===== config.mk =====
export PLATFORM = sky130hd
export DESIGN_NAME = dqpsk_phase_encoder
export DESIGN_NICKNAME = d
export VERILOG_FILES = /design/src/rtl/dqpsk_pkg.sv /design/src/rtl/dqpsk_dibit_pack.sv /design/src/rtl/dqpsk_phase_acc.sv /design/src/rtl/dqpsk_iq_map.sv /design/src/rtl/dqpsk_phase_encoder.sv
export SDC_FILE = /design/constraint.sdc
export NUM_CORES = 1
export LEC_CHECK = 0
export ABC_AREA = 1
export BUFFER_PORTS_ARGS = -buffer_cell sky130_fd_sc_hd__buf_2
export CORE_MARGIN = 10
export CORE_UTILIZATION = 45
export DETAILED_ROUTE_END_ITERATION = 8
export PLACE_DENSITY = 0.74
export SETUP_SLACK_MARGIN = 0.3
export SYNTH_ARGS = -nofsm -noshare
export SYNTH_HDL_FRONTEND = slang
export SYNTH_SLANG_ARGS = --single-unit

===== constraint.sdc =====
create_clock -name clk -period 1.9 [get_ports clk]
set_input_delay 0.38 -clock clk [delete_from_list [all_inputs] [get_ports clk]]
set_output_delay 0.38 -clock clk [all_outputs]
set_load 0.01 [all_outputs]

===== src/rtl/dqpsk_pkg.sv =====
// Package: shared types and the dibit-to-step mapping of the phase encoder.
// Assumes the phase is counted in units of pi/4, eight states per turn.
package dqpsk_pkg;
    localparam int PH_W = 3;
    typedef logic [PH_W-1:0] phase_t;
    typedef logic [1:0]      dibit_t;

    // Phase step for a dibit {X,Y}: 00 -> +1, 01 -> +3, 11 -> -3, 10 -> -1 (mod 8).
    function automatic phase_t phase_step(input dibit_t db);
        case (db)
            2'b00:   return phase_t'(1);
            2'b01:   return phase_t'(3);
            2'b11:   return phase_t'(5);
            default: return phase_t'(7);
        endcase
    endfunction
endpackage


===== src/rtl/dqpsk_dibit_pack.sv =====
// Module: collects accepted serial bits into dibits and applies burst priming.
// pair_vld and dibit are combinational and valid in the cycle Y is presented.
// Assumes burst_start is a pulse; it overrides any bit presented with it.
module dqpsk_dibit_pack
    import dqpsk_pkg::*;
#(
    parameter int PRIME_SYMS = 2
) (
    input  logic   clk,
    input  logic   rst_n,
    input  logic   bit_vld,
    input  logic   bit_in,
    input  logic   burst_start,
    output logic   pair_vld,
    output dibit_t dibit
);
    localparam int CW = $clog2(PRIME_SYMS + 1);

    logic          have_x;
    logic          x_q;
    logic [CW-1:0] prime_q;

    // Pair completes on the second accepted bit unless a burst restart wins.
    always_comb begin
        pair_vld = bit_vld && have_x && !burst_start;
        dibit    = (prime_q != '0) ? 2'b00 : {x_q, bit_in};
    end

    // Track the held first bit and the remaining primed symbols.
    always_ff @(posedge clk) begin
        if (!rst_n) begin
            have_x  <= 1'b0;
            x_q     <= 1'b0;
            prime_q <= '0;
        end else if (burst_start) begin
            have_x  <= 1'b0;
            prime_q <= CW'(PRIME_SYMS);
        end else if (bit_vld) begin
            if (have_x) begin
                have_x <= 1'b0;
                if (prime_q != '0) begin
                    prime_q <= prime_q - CW'(1);
                end
            end else begin
                have_x <= 1'b1;
                x_q    <= bit_in;
            end
        end
    end

    // A finished pair leaves the packer waiting for a fresh X.
    p_pair_rearm_r2: assert property (@(posedge clk) disable iff (!rst_n)
        pair_vld |=> !have_x);

    // Each primed symbol consumes one count.
    p_prime_count_r6: assert property (@(posedge clk) disable iff (!rst_n)
        (pair_vld && prime_q != '0) |=> (prime_q == $past(prime_q) - CW'(1)));

    // A burst restart always leaves a full priming count and no held bit.
    p_burst_prime_r6: assert property (@(posedge clk) disable iff (!rst_n)
        burst_start |=> (prime_q == CW'(PRIME_SYMS) && !have_x));
endmodule


===== src/rtl/dqpsk_phase_acc.sv =====
// Module: eight-state phase accumulator advanced by each completed dibit.
// phase_d is the value the register takes at the next edge.
// Assumes clear (burst start) and pair_vld never both qualify a step.
module dqpsk_phase_acc
    import dqpsk_pkg::*;
(
    input  logic   clk,
    input  logic   rst_n,
    input  logic   pair_vld,
    input  dibit_t dibit,
    input  logic   hold,
    input  logic   clear,
    output phase_t phase_d,
    output phase_t phase_q
);
    // Next phase: cleared on burst start, stepped by a dibit unless held.
    always_comb begin
        phase_d = phase_q;
        if (clear) begin
            phase_d = '0;
        end else if (pair_vld && !hold) begin
            phase_d = phase_q + phase_step(dibit);
        end
    end

    // Phase register.
    always_ff @(posedge clk) begin
        if (!rst_n) begin
            phase_q <= '0;
        end else begin
            phase_q <= phase_d;
        end
    end

    // Every step is an odd multiple of pi/4.
    p_step_odd_r3: assert property (@(posedge clk) disable iff (!rst_n)
        (pair_vld && !hold && !clear) |=> (phase_q[0] != $past(phase_q[0])));

    // Test mode freezes the phase.
    p_hold_phase_r8: assert property (@(posedge clk) disable iff (!rst_n)
        (pair_vld && hold) |=> (phase_q == $past(phase_q)));

    // Burst start returns to the reference.
    p_clear_zero_r6: assert property (@(posedge clk) disable iff (!rst_n)
        clear |=> (phase_q == '0));
endmodule


===== src/rtl/dqpsk_iq_map.sv =====
// Module: maps the new phase index to registered signed I/Q impulses.
// Assumes FS < 2**(W-1); the diagonal level is FS/sqrt(2) rounded.
module dqpsk_iq_map
    import dqpsk_pkg::*;
#(
    parameter int W  = 10,
    parameter int FS = 511
) (
    input  logic                clk,
    input  logic                rst_n,
    input  logic                pair_vld,
    input  logic                ftest,
    input  phase_t              phase_d,
    output logic                sym_vld,
    output logic signed [W-1:0] i_out,
    output logic signed [W-1:0] q_out
);
    localparam int NPTS = 1 << PH_W;
    localparam int DIAG = $rtoi($itor(FS) * 0.7071067811865476 + 0.5);

    logic signed [W-1:0] lut_i [NPTS];
    logic signed [W-1:0] lut_q [NPTS];

    for (genvar k = 0; k < NPTS; k++) begin : g_pt
        localparam int CI = (k == 0) ? FS :
                            (k == 1 || k == 7) ? DIAG :
                            (k == 2 || k == 6) ? 0 :
                            (k == 3 || k == 5) ? -DIAG : -FS;
        localparam int CQ = (k == 2) ? FS :
                            (k == 1 || k == 3) ? DIAG :
                            (k == 0 || k == 4) ? 0 :
                            (k == 5 || k == 7) ? -DIAG : -FS;
        assign lut_i[k] = W'(CI);
        assign lut_q[k] = W'(CQ);
    end

    // Output register: strobe per symbol, words follow the new phase or test value.
    always_ff @(posedge clk) begin
        if (!rst_n) begin
            sym_vld <= 1'b0;
            i_out   <= '0;
            q_out   <= '0;
        end else begin
            sym_vld <= pair_vld;
            if (pair_vld) begin
                if (ftest) begin
                    i_out <= '0;
                    q_out <= W'(FS);
                end else begin
                    i_out <= lut_i[phase_d];
                    q_out <= lut_q[phase_d];
                end
            end
        end
    end

    // Strobe never lasts two cycles.
    p_sym_single_r5: assert property (@(posedge clk) disable iff (!rst_n)
        sym_vld |=> !sym_vld);

    // Words hold between symbols.
    p_iq_hold_r5: assert property (@(posedge clk) disable iff (!rst_n)
        !pair_vld |=> ($stable(i_out) && $stable(q_out)));

    // Test mode output values.
    p_ftest_out_r8: assert property (@(posedge clk) disable iff (!rst_n)
        (pair_vld && ftest) |=> (i_out == '0 && q_out == W'(FS)));
endmodule


===== src/rtl/dqpsk_phase_encoder.sv =====
// Module: top of the pi/4 DQPSK differential phase encoder.
// Bits -> dibits -> accumulated phase -> registered I/Q impulses, one
// strobe per dibit, with burst priming and a static test mode.
// Assumes burst_start and ftest are synchronous to clk.
module dqpsk_phase_encoder
    import dqpsk_pkg::*;
#(
    parameter int W          = 10,
    parameter int FS         = 511,
    parameter int PRIME_SYMS = 2
) (
    input  logic                clk,
    input  logic                rst_n,
    input  logic                bit_vld,
    input  logic                bit_in,
    input  logic                burst_start,
    input  logic                ftest,
    output logic                sym_vld,
    output logic signed [W-1:0] i_out,
    output logic signed [W-1:0] q_out
);
    logic   pair_vld;
    dibit_t dibit;
    phase_t phase_d;
    phase_t phase_q;

    dqpsk_dibit_pack #(.PRIME_SYMS(PRIME_SYMS)) u_pack (
        .clk         (clk),
        .rst_n       (rst_n),
        .bit_vld     (bit_vld),
        .bit_in      (bit_in),
        .burst_start (burst_start),
        .pair_vld    (pair_vld),
        .dibit       (dibit)
    );

    dqpsk_phase_acc u_acc (
        .clk      (clk),
        .rst_n    (rst_n),
        .pair_vld (pair_vld),
        .dibit    (dibit),
        .hold     (ftest),
        .clear    (burst_start),
        .phase_d  (phase_d),
        .phase_q  (phase_q)
    );

    dqpsk_iq_map #(.W(W), .FS(FS)) u_map (
        .clk      (clk),
        .rst_n    (rst_n),
        .pair_vld (pair_vld),
        .ftest    (ftest),
        .phase_d  (phase_d),
        .sym_vld  (sym_vld),
        .i_out    (i_out),
        .q_out    (q_out)
    );

    // A burst restart never yields a symbol at its edge.
    p_burst_no_sym_r7: assert property (@(posedge clk) disable iff (!rst_n)
        burst_start |=> !sym_vld);
endmodule


======== Word level (Yosys, flattened, before mapping) ========
Memory sizes are Yosys's and may differ from the RTL's.
Cells that the tools add are included.
operators by class
  order comparisons ....................... 1
  reductions and logical operators ........ 14
  bitwise operators ....................... 4
  equality and inequality tests ........... 2
  add/subtract/negate cells ............... 2
  muxes and demuxes ....................... 17
operator list
  kind                   number
  $mux W10               6
  $mux W3                4
  $mux W2                5
  $pmux W3 S3            1
  $reduce_and A3 Y1      3
  $reduce_bool A2 Y1     4
  $ge A4 B4 Y1 const B   1
  $not A3 Y4             1
  $add A3 B3 Y3          1
  $logic_and A1 B1 Y1    3
  $not A1 Y1             3
  $eq A2 B1 Y1 const B   1
  $eq A2 B2 Y1 const B   1
  $logic_not A1 Y1       2
  $logic_not A2 Y1       1
  $reduce_or A2 Y1       1
  $sub A2 B1 Y2 const B  1
  $mux W1                1
storage, ports and cells
  input bits .............................. 6
  flip-flop bits (word level) ............. 28
  memories ................................ 2
  output and inout port bits .............. 21
  memory bits (read-only) ................. 160
  word-level logic and storage cells ...... 50
memories
  name             words  bits a word  rd ports  clocked after memory_dff  write ports  line                text
  (no name shown)  8      10           1         0                         0            dqpsk_iq_map.sv:51  q_out <= lut_q[phase_d];
  (no name shown)  8      10           1         0                         0            dqpsk_iq_map.sv:50  i_out <= lut_i[phase_d];

======== Logic depth before layout (Yosys ltp) ========
  depth in word-level cells ............... 14
  depth in mapped cells ................... 12
  depth with buffers taken out ............ 12

======== Cells and area by module ========
From an unflattened synthesis, not the netlist that was laid out.
unflattened totals
  cell total of the unflattened synthesis .. 132
  area, all modules ....................... 937.1 um^2
by module, submodules not included
  module            area an instance (um^2)  sequential area each (um^2)  instances  cells each
  dqpsk_iq_map      516.7                    180.2                        1          70
  dqpsk_phase_acc   230.2                    60.1                         1          34
  dqpsk_dibit_pack  190.2                    80.1                         1          28

======== Least setup slack after synthesis ========
OpenSTA, ideal clock, no wires.
  path type ............................... in2reg
  start point ............................. input bit_in
  end point ............................... register u_map.i_out[7]
  data required time ...................... 1.779 ns
  setup time .............................. 0.121 ns
  stages .................................. 12
  buffers on the path ..................... 0
  setup slack ............................. -0.066 ns
  arrival time ............................ 1.846 ns
  cell sequence ........................... xor2_1 -> nand2_1 -> fa_1 -> nand3_1 -> nand2_1 -> nor2_2 -> inv_1 -> ha_1 -> inv_1 -> nand2_1 -> nand3_1 -> a21oi_1
on the way
  cells in the longest elaborated chain, start to end .. 13
  elaborated cells between the ends (all ways) .. 15
  classes of those cells .................. add/sub (1); eq/ne (2); mux (9); bitwise (1); reduce/logical (1); memory (1)
ends and longest elaborated chain
  element                                           line                       text
  start: declaration                                dqpsk_phase_encoder.sv:15  input logic bit_in,
  $mux W2 (*)                                       dqpsk_dibit_pack.sv:26     dibit = (prime_q != '0) ? 2'b00 : {x_q, bit_in};
  $eq A2 B2 Y1, or another cell as far along        dqpsk_pkg.sv:10            case (db)
  $pmux W3 S3 (*)                                   dqpsk_pkg.sv:10
  $mux W3 (*)                                       dqpsk_phase_acc.sv:21      end else if (pair_vld && !hold) begin
  $mux W3 (*)                                       dqpsk_phase_acc.sv:19      if (clear) begin
  $add A3 B3 Y3 (*)                                 dqpsk_phase_acc.sv:22      phase_d = phase_q + phase_step(dibit);
  $mux W3 (*)                                       dqpsk_phase_acc.sv:21
  $mux W3 (*)                                       dqpsk_phase_acc.sv:19
  net phase_d[1]                                    dqpsk_phase_encoder.sv:24  phase_t phase_d;
  $not A3 Y4 (implied by the code) (*)              dqpsk_iq_map.sv:50
  $mem_v2 Z8 W10 (*)                                n/a
  $mux W10 (implied by the code) (*) (2 in series)  dqpsk_iq_map.sv:50
  $mux W10 (*)                                      dqpsk_iq_map.sv:46         if (ftest) begin
  end signal: assignment                            dqpsk_iq_map.sv:50
  end: declaration                                  dqpsk_iq_map.sv:15         output logic signed [W-1:0] i_out,
Mark *: on every way through the listed nets, which the timed path passes. The rest lies on a longest branch. The select of a mux whose other input is x is not followed.
A chain may end at the register's enable or synchronous reset.

======== Final worst setup path ========
  start point ............................. register u_pack.x_q
  end point ............................... register u_map.i_out[8]
on the way
  cells in the longest elaborated chain, start to end .. 13
  elaborated cells between the ends (all ways) .. 15
  classes of those cells .................. add/sub (1); eq/ne (2); mux (9); bitwise (1); reduce/logical (1); memory (1)
ends and longest elaborated chain
  element                                           line                       text
  start: declaration                                dqpsk_dibit_pack.sv:20     logic x_q;
  start signal: assignment                          dqpsk_dibit_pack.sv:46     x_q <= bit_in;
  $mux W2 (*)                                       dqpsk_dibit_pack.sv:26
  $eq A2 B2 Y1, or another cell as far along        dqpsk_pkg.sv:10
  $pmux W3 S3 (*)                                   dqpsk_pkg.sv:10
  $mux W3 (*)                                       dqpsk_phase_acc.sv:21
  $mux W3 (*)                                       dqpsk_phase_acc.sv:19
  $add A3 B3 Y3 (*)                                 dqpsk_phase_acc.sv:22
  $mux W3 (*)                                       dqpsk_phase_acc.sv:21
  $mux W3 (*)                                       dqpsk_phase_acc.sv:19
  net phase_d[1]                                    dqpsk_phase_encoder.sv:24
  $not A3 Y4 (implied by the code) (*)              dqpsk_iq_map.sv:50
  $mem_v2 Z8 W10 (*)                                n/a
  $mux W10 (implied by the code) (*) (2 in series)  dqpsk_iq_map.sv:50
  $mux W10 (*)                                      dqpsk_iq_map.sv:46
Marks and branches as above.

==> qor.log <==
INFO  status         outcome=finished with violations
INFO  status         failed_checks=negative setup slack
INFO  logic_synthesis fraction_of_the_yosys_area_taken_by_sequential_cells=35.02%
INFO  die            floorplan.die_area=0.004236mm2
INFO  worst_hold_path min_path_cells=3
INFO  power          ir_worst_vdd=358.2uV
INFO  sta            rsz0062_at_grt=yes
INFO  sta            min_period_over_period=110.3%
INFO  logic_synthesis ffs_latches_synth=16
INFO  die            io-pin-count=27
INFO  sta            finalHoldViolations=0
INFO  logic_synthesis avg_inst_size_synth=7.751um2
INFO  worst_hold_path min_to=u_pack.x_q$_SDFFE_PN0P_
INFO  global_routing grt_pass1_wl=3.615mm
INFO  critical_path  timing.critical_path.arrival=2280ps
INFO  detailed_routing routed_wl=2.407mm
INFO  global_routing antenna_found_initial=0
INFO  power          share_seq_of_total_power=52.3%
INFO  critical_path  timing.critical_path.required=2090ps
INFO  power          netSwitchingFraction=25.97%
INFO  logic_synthesis synth_warn=0
INFO  cts            cts_num_sinks=16
INFO  power          design_power_total=665.4uW
INFO  critical_path  crit_path_end_kind=flip-flop
INFO  sta            final.setup.worst_slack=-196.6ps
INFO  final_layout   layout-area-overhead-vs-synth=35.70%
INFO  global_routing grt-ovfl-total=0
INFO  logic_synthesis synth_nets=129
INFO  detailed_routing drt_pass1_iterations=4
INFO  cts            htree_num_levels=1
INFO  critical_path  timing.setup.critical_path_class=flip-flop to flip-flop
INFO  sta            layout_min_cycle_time=2097ps
INFO  sta            drv_slew=0
INFO  critical_path  worst-path-max-fanout=3
INFO  logic_synthesis synth.lib_cells_used.distinct=26
INFO  sta            tightestPinTransition=307.5ps
INFO  die            die_x=65.09um
INFO  power          leakage=0.0005761uW
INFO  power          power.share.clock=35.4%
INFO  global_routing grt_pass1_vias=851
INFO  final_layout   mostFrequentLayoutCells=buf_2 (26), nand2_1 (15), buf_4 (15), dfxtp_1 (15), nor2_1 (12)
INFO  critical_path  ff2ff_path_depth=12
INFO  die            floorplan_row_count=16
INFO  final_layout   diodes=0
INFO  die            floorplan.initialDensity=47.10%
INFO  detailed_routing detail_route.wl_per_cell=13.45um
INFO  final_layout   final_net_count=164
INFO  power          total_switching_power=172.8uW
INFO  sta            slew_headroom=79.38%
INFO  cts            numCtsBuffers=3
INFO  worst_hold_path holdCritPathClass=primary input to flip-flop
INFO  sta            finClkSkew=6.668ps
INFO  detailed_routing vias_per_cell=4.966
INFO  detailed_routing route.vias.total=889
INFO  sta            minimum_hold_slack=331.0ps
INFO  global_routing globalRouteTotalUtil=10.45%
INFO  logic_synthesis synthesized_cell_area=914.6um2
INFO  sta            finalSetupViolCount=9
INFO  power          power_per_cell_area=536.1mW/mm2
INFO  critical_path  critical_path.startpoint_type=flip-flop
INFO  cts            number_of_buffers_on_the_longest_clock_path=2
INFO  final_layout   drive_above_1_share=50.00%
INFO  die            coreArea=0.001942mm2
INFO  place          place.gp.congestion=0.7955
INFO  critical_path  reg2reg_from=u_pack.x_q$_SDFFE_PN0P_
INFO  logic_synthesis post_synth_inst_count=118
INFO  place          dp_hpwl=1.673mm
INFO  detailed_routing route.antenna.remaining_nets=0
INFO  critical_path  r2r_end=u_map.i_out[8]$_SDFFE_PN0N_
INFO  cts            clkSlewWorstSetupHoldPaths=100ps
INFO  detailed_routing initialDrtViolationCount=24
INFO  die            die_height=65.09um
INFO  place          buffer_ports.inserted=26
INFO  sta            timing.fmax=477.0MHz
INFO  detailed_routing total_drc_errors_in_the_routed_layout=0
INFO  sta            setup_tns=-1205ps
INFO  final_layout   number_of_fillers_in_the_final_layout=166
INFO  critical_path  ff2ff_setup_slack=-200ps
INFO  cts            clockRootBuffer=clkbuf_4
INFO  power          cellInternalPower=492.6uW
INFO  cts            clkLatencyLatePin=300ps
INFO  power          power.combinational.fraction=12.3%
INFO  worst_hold_path hp-start=bit_in
INFO  global_routing grt_start_max_net_pins=10
INFO  job            maxCapViolCount=0
INFO  cts            cts_hold_repair.buffers=0
INFO  final_layout   most_frequent_standard_cell_in_the_layout_excluding_fill_and_tap_cells=buf_2
INFO  cts            clock_tree_from_tritoncts=done
-- critical path: stages, from the launching register on --
cell and delay, ps:
dfxtp_2 350, xor2_1 140, nand2_1 110, fa_1 540, nand3_2 80, nand2_2 110, nor2_4 60, buf_4 140
ha_4 150, inv_2 50, nand4_1 70, nand3_1 110, a21oi_1 70
-- logic make-up after synthesis --
logic type,share of synthesized area [%]
adders and majority gates,7.661
xor gates and xnor gates,0.9578
buffers and inverters,16.42
AOI/OAI and AO/OA,9.164
DFF,35.02
and+or+nand+nor,30.78
-- metal layers --
| metal | GRT usage (%) | routed length, um | vias up |
|---|---|---|---|
| met4 | 5.882 | 46 | 0 |
| li1 | - | - | 436 |
| met1 | 10.76 | 961 | 422 |
| met5 | 0 | 0 | - |
| met2 | 18.35 | 1253 | 26 |
| met3 | 3.265 | 145 | 5 |
-- area by class of cell --
cell class                      count  area [um2]  share of cell area, %
Timing Repair Buffer               42       254.0                  20.46
Inverter                           16       60.06                  4.839
Multi-Input combinational cell     74       535.5                  43.15
Sequential cell                    16       321.6                  25.91
Clock buffer                        4       36.28                  2.923
Tap cell                           27       33.78                  2.722
-- cell usage after synthesis --
master / instances / share of area [%]
o211ai_1: 2 / 1.6
dfxtp_1: 16 / 35
clkinv_1: 2 / 0.82
nor3_4: 1 / 1.8
ha_1: 4 / 5.5
nand3_1: 5 / 2.7
nand2_4: 1 / 1.2
a21oi_1: 8 / 4.4
nand2_2: 1 / 0.68
nor3b_1: 1 / 0.82
o21ai_1: 1 / 0.55
or2_1: 1 / 0.68
nand4_2: 1 / 1.4
nand3_4: 1 / 1.9
nand3_2: 1 / 1.1
buf_4: 12 / 9.8
a21oi_2: 1 / 0.96
fa_1: 1 / 2.2
nor2_1: 12 / 4.9
xor2_1: 1 / 0.96
inv_1: 14 / 5.7
nor2_2: 3 / 2.1
nand2_1: 20 / 8.2
nand4_1: 4 / 2.7
o21ai_0: 3 / 1.6
nor3_1: 1 / 0.55
-- metrics by stage --
stage	area, um2	cells	util, %	worst slack, ps
after detailed placement	1089	171	56.06	-247.0
after CTS	1180	178	60.76	-57.95
after global placement	1089	171	56.06	-184.6
after floorplan	924.6	118	-	-22.12
after global routing	1241	179	63.92	-304.3
final	1241	179	63.92	-196.6
-- how the worst max path moves through the flow --
stage	from	end	slack [ps]
final	u_pack.x_q$_SDFFE_PN0P_	u_map.i_out[8]$_SDFFE_PN0N_	-200
after global routing	u_pack.x_q$_SDFFE_PN0P_	u_map.i_out[7]$_SDFFE_PN0N_	-300
after CTS	u_pack.x_q$_SDFFE_PN0P_	u_map.i_out[7]$_SDFFE_PN0N_	-60
after detailed placement	bit_in	u_map.i_out[7]$_SDFFE_PN0N_	-250
after global placement	bit_in	u_map.i_out[7]$_SDFFE_PN0N_	-180
after floorplan	bit_in	u_map.i_out[7]$_SDFFE_PN0N_	-20
-- power by group through the flow --
stage | logic (uW) | registers [uW] | clock network, uW
floorplan | 39.1 | 357 | 0
global placement | 69.5 | 355 | 0
detailed placement | 71.7 | 355 | 0
CTS | 75.3 | 348 | 237
global route | 89.4 | 349 | 256
finish | 81.8 | 348 | 236
-- flip-flops by register name, summed over array words and instances (netlist names) --
name / cells
u_acc.phase_q: 3
u_pack.have_x: 1
u_map.i_out: 4
u_map.q_out: 4
u_map.sym_vld: 1
u_pack.x_q: 1
u_pack.prime_q: 2
-- timing repair --
| item | in CTS | in global routing |
|---|---|---|
| gates resized for setup | 7 | 14 |
| pin swaps | 3 | 11 |
| endpoints found under the setup margin | 10 | 10 |
| buffers inserted | 3 | 1 |
No activity file was read; power rests on OpenSTA's default activity.
